## config.mk

```make
export PLATFORM = sky130hd
export DESIGN_NAME = sio_tx
export DESIGN_NICKNAME = d
export VERILOG_FILES = /design/src/rtl/sio_tx.sv
export SDC_FILE = /design/constraint.sdc
export NUM_CORES = 1
export LEC_CHECK = 0
export ABC_AREA = 1
export BUFFER_PORTS_ARGS = -buffer_cell sky130_fd_sc_hd__buf_4
export CAP_MARGIN = 30
export CORE_ASPECT_RATIO = 0.7
export CORE_MARGIN = 5
export CORE_UTILIZATION = 51
export CTS_CLUSTER_SIZE = 14
export DETAILED_ROUTE_END_ITERATION = 10
export PLACE_DENSITY_LB_ADDON = 0.3
export SYNTH_ARGS = -nofsm -noshare
export SYNTH_HDL_FRONTEND = slang
export SYNTH_SLANG_ARGS = --single-unit
```

## constraint.sdc

```tcl
create_clock -name clk -period 1.71 [get_ports clk]
set_input_delay 0 -clock clk [delete_from_list [all_inputs] [get_ports clk]]
set_output_delay 0 -clock clk [all_outputs]
set_load 0.01 [all_outputs]
```

## src/rtl/sio_tx.sv

```systemverilog
module sio_tx (
  input  logic       clk,
  input  logic       rst_n,
  input  logic       bit_tick,
  input  logic [2:0] mode,
  input  logic       stop2,
  input  logic       par_en,
  input  logic       par_even,
  input  logic       inv_line,
  input  logic       clk_ext,
  input  logic       clk_pol,
  input  logic       msb_first,
  input  logic       flow_off,
  input  logic       rts_sel,
  input  logic       cts_n,
  input  logic       ext_clk,
  input  logic       wr_en,
  input  logic [8:0] wr_data,
  output logic       txd,
  output logic       sclk_out,
  output logic       tx_empty
);
  localparam int FW = 13;

  logic          active, buf_full, sync_f, r;
  logic [8:0]    hold;
  logic [FW-1:0] sh;
  logic [3:0]    cnt;
  logic [2:0]    ext_s;

  logic [8:0]    dsel;
  logic [3:0]    nd, alen;
  logic [FW-1:0] afrm;
  logic          par_bit;

  wire legal   = mode inside {3'b001, 3'b100, 3'b101, 3'b110};
  wire is_sync = (mode == 3'b001);
  wire go_ok   = buf_full && (flow_off || rts_sel || !cts_n);

  wire ext_rise = ext_s[1] & ~ext_s[2];
  wire ext_fall = ~ext_s[1] & ext_s[2];
  wire drv = clk_ext ? (clk_pol ? ext_rise : ext_fall) : (bit_tick & r);
  wire smp = clk_ext ? (clk_pol ? ext_fall : ext_rise) : (bit_tick & ~r);

  wire step_a = active && !sync_f && bit_tick;
  wire end_a  = step_a && (cnt == 4'd1);
  wire start  = is_sync ? (drv && !active && go_ok)
                        : (bit_tick && go_ok && (!active || end_a));

  function automatic logic [7:0] rev8(input logic [7:0] v);
    for (int i = 0; i < 8; i++) rev8[i] = v[7-i];
  endfunction

  always_comb begin
    case (mode)
      3'b100:  dsel = {2'b00, hold[6:0]};
      3'b110:  dsel = hold;
      default: dsel = {1'b0, msb_first ? rev8(hold[7:0]) : hold[7:0]};
    endcase
    nd = (mode == 3'b100) ? 4'd7 : (mode == 3'b110) ? 4'd9 : 4'd8;
    par_bit = par_even ? ^dsel : ~^dsel;
    afrm = '1;
    afrm[0] = 1'b0;
    for (int i = 0; i < 9; i++)
      if (i < int'(nd)) afrm[i+1] = dsel[i];
    if (par_en) afrm[nd+4'd1] = par_bit;
    alen = 4'd2 + nd + {3'b000, par_en} + {3'b000, stop2};
  end

  always_ff @(posedge clk or negedge rst_n) begin
    if (!rst_n) begin
      active   <= 1'b0;
      buf_full <= 1'b0;
      sync_f   <= 1'b0;
      r        <= 1'b1;
      hold     <= '0;
      sh       <= '1;
      cnt      <= '0;
      ext_s    <= '0;
    end else begin
      ext_s <= {ext_s[1:0], ext_clk};
      if (!legal) begin
        active   <= 1'b0;
        buf_full <= 1'b0;
        r        <= 1'b1;
      end else begin
        if (start) begin
          sh       <= is_sync ? {5'h1F, dsel[7:0]} : afrm;
          cnt      <= is_sync ? 4'd8 : alen;
          active   <= 1'b1;
          sync_f   <= is_sync;
          buf_full <= 1'b0;
        end else if (step_a) begin
          if (end_a) active <= 1'b0;
          else begin
            sh  <= {1'b1, sh[FW-1:1]};
            cnt <= cnt - 4'd1;
          end
        end else if (active && sync_f) begin
          if (drv) sh <= {1'b1, sh[FW-1:1]};
          if (smp) begin
            cnt <= cnt - 4'd1;
            if (cnt == 4'd1) active <= 1'b0;
          end
        end
        if (clk_ext) r <= 1'b1;
        else if (bit_tick && ((start && is_sync) || (active && sync_f))) r <= ~r;
        if (wr_en) begin
          hold     <= wr_data;
          buf_full <= 1'b1;
        end
      end
    end
  end

  assign txd      = inv_line ^ (active ? sh[0] : 1'b1);
  assign sclk_out = r ^ clk_pol;
  assign tx_empty = !active && !buf_full;
endmodule

```

==> results.ini <==
[synth]
yosysWarnings=0
synth_mux_area_share_pct=0
synth.cell_area_um2=2270
synth_edf_count=0
synthArstFlopShare_pct=100
synth_adder_area_share_pct=2.54
synth_top_family_by_area=simple AND/OR/NAND/NOR gates
synth_top_area_share_pct=21.0
synthesis.nets=341
synth_top_cell_by_area=dfrtp_1
ys_ff_latch=33
synth_compound_area_share_pct=16.7
yosysSeqAreaShare_pct=37.2
synth_xor_area_share_pct=1.93
synth.distinct_cells=34
ys.flop_type=dfrtp_1
syn_inst=310
synth_area_leaders=dfrtp_1 (21%), dfstp_2 (16%), nand2_1 (12%)
synth.most_common_cell=nand2_1
ys_top_cells_by_count=nand2_1 (72), inv_1 (40), nor2_1 (34), o21ai_1 (21), dfrtp_1 (19)
synth-simple-area-share_pct=30.9
avgSynthCellArea_um2=7.31

[job]
cap_violations=0

[final_layout]
final_cells=438
area_growth_pct=40.3
layout-drive-gt1-share_pct=39.9
fin_nets=413
fin_util_pct=73.5
final_area_um2=3180
fill_cells=319
antenna_cells=0

[grt]
grt_pass1_wl_um=9320
antenna_found_initial=0
grt_start_max_net_pins=34
grt.total_usage_pct=20.3
grt_pass1_vias=2061
grt_overflow=0

[sta]
slew_violations=0
rsz0062_at_grt=yes
fin_crit_sh_pct=112
slew_headroom_pct=64.1
hold_viol=1
fin_skew_ps=6.95
min_period_ps=1910
max_freq_ghz=0.522
worst_pin_slew_ps=535
fin_hold_ws_ps=-1.10
setup_ws_ps=-204
setup_viol=18

[pwr]
power_per_cell_area_nw_per_um2=1090
irDropWorstVdd_mv=0.708
power.leakage_nw=1.56

[setup_path]
cp.required_ps=1880
crit_path_end_kind=flop
r2r_slack_ps=-200
crit_arrival_ps=2080
path_class=flop to flop
r2r_cells=10
cp_max_fo=3
start_kind=flop
r2r_end=active
rr_startpoint=ext_s[1]

[hold_path]
hold_path_end=hold[8]
min_from=wr_data[8]
hold_path_depth=3
min_path_type=input pin to flop

[clock_network]
insertion_delay_ps=290
cts-buffers-inserted=5
clk_pin_slew_ps=70
cts_buffer_depth=2
tritoncts=done
root_buffer=clkbuf_8
htreeDepth=2
clock_sinks=33

[floorplanning]
initial_utilization_pct=52.4
fp.dieArea_um2=5900
die_x_um=89.7
die_h_um=65.8
pin_count=30
core-area_um2=4330
rows=20

[run_status]
status=finished, violations left
violations=hold timing, setup timing

[route]
post-route-drc-count=0
ant_nets=0
via_count=2337
dr.pass1.iters=5
drtIter0Drc=276
wl_per_cell_um=14.9
vias_per_cell=5.34
postRouteWirelength_um=6550

[place]
post-dp-hpwl_um=3790
gp_congestion=0.863
io_buffers=29
dpl-instance-area_um2=2630
placed_cells=405

## registers in the layout (all words and copies together) (netlist names)
| signal | cells |
|---|---|
| sync_f | 1 |
| sh | 13 |
| active | 1 |
| cnt | 4 |
| ext_s | 3 |
| hold | 9 |
| buf_full | 1 |
| r | 1 |
## how the worst max path moves through the flow
stage             start  endpoint  slack (ps)  cells past startpoint
5_1_grt        ext_s[1]    active        -290                     10
3_3_place_gp     cnt[1]     sh[8]        -130                     14
4_1_cts          cnt[0]    sh[12]         -60                     12
6_report       ext_s[1]    active        -200                     10
2_1_floorplan    cnt[1]    cnt[2]          50                     13
3_5_place_dp     cnt[1]     sh[8]        -210                     14
## placed cells by master (no fill, tap or decap), types with 3 or more instances in the layout
cell type      netlist  final
a21oi_1             17     14
buf_4                1     54
buf_6                4      9
clkbuf_8             0      6
dfrtp_1             19     19
dfstp_2             14     14
dlygate4sd3_1        0     11
inv_1               40     38
inv_2                4      6
nand2_1             72     64
nand2_2             12     18
nand2_4              4      6
nand3_1             12     10
nand3_2              7      6
nand3_4              0      3
nand4_1              3      3
nor2_1              34     31
nor2_4               1      3
o21ai_0              7      4
o21ai_1             21     16
o21ai_2              7     14
o22ai_1              8      8
xor2_1               3      3
## worst max-delay path, stage by stage (launching register included)
cell	delay [ps]
dfrtp_1	410
inv_2	70
nand2_2	60
buf_4	130
a211oi_1	480
nor3_4	110
o31ai_4	110
buf_4	170
nand2_2	30
nor2_1	100
o22ai_1	100
## timing repair
item / in CTS / in global routing
gates cloned: 0 / 0
pin swaps: 9 / 18
hold endpoints to repair: 43 / 0
gates resized for setup: 14 / 41
buffers inserted: 11 / 6
endpoints found under the setup margin: 17 / 19
hold buffers: 11 / 0
## where the power goes
group	leakage (nW)	total, mW	switching (mW)	internal [mW]
logic	1.14	1.44	0.806	0.635
registers	0.368	1.25	0.126	1.12
clock network	0.0574	0.780	0.307	0.474
total	1.56	3.47	1.24	2.23
## per-layer routing
metal	global-route usage, %	part of all wire [%]	up-vias
met5	0	0	-
met4	5.58	4.1	0
li1	-	-	1141
met3	4.73	8.3	27
met2	30.8	45	111
met1	28.9	43	1058
## area by class of cell
type,instances,area (um^2),area share [%]
Clock inverter,2,37.5,1.18
Inverter,45,174,5.47
Multi-Input combinational cell,223,1360,42.7
Tap cell,55,68.8,2.16
Sequential cell,33,843,26.5
Timing Repair Buffer,74,617,19.4
Clock buffer,6,82.6,2.60
## logic make-up after synthesis
kind of cell | count (synthesis)
and+or+nand+nor | 149
AOI/OAI and AO/OA | 65
buffers and inverters | 54
DFF | 33
xor gates and xnor gates | 5
adders and majority gates | 4
## per-stage QoR
step	power (mW)	setup TNS, ps	setup slack (ps)
after global placement	2.33	-962	-128
after CTS	3.26	-323	-62.5
final	3.47	-2400	-204
after global routing	3.69	-4170	-294
after floorplan	2.03	0	52.3
after detailed placement	2.35	-1710	-210
No activity file was read; power rests on OpenSTA's default activity.
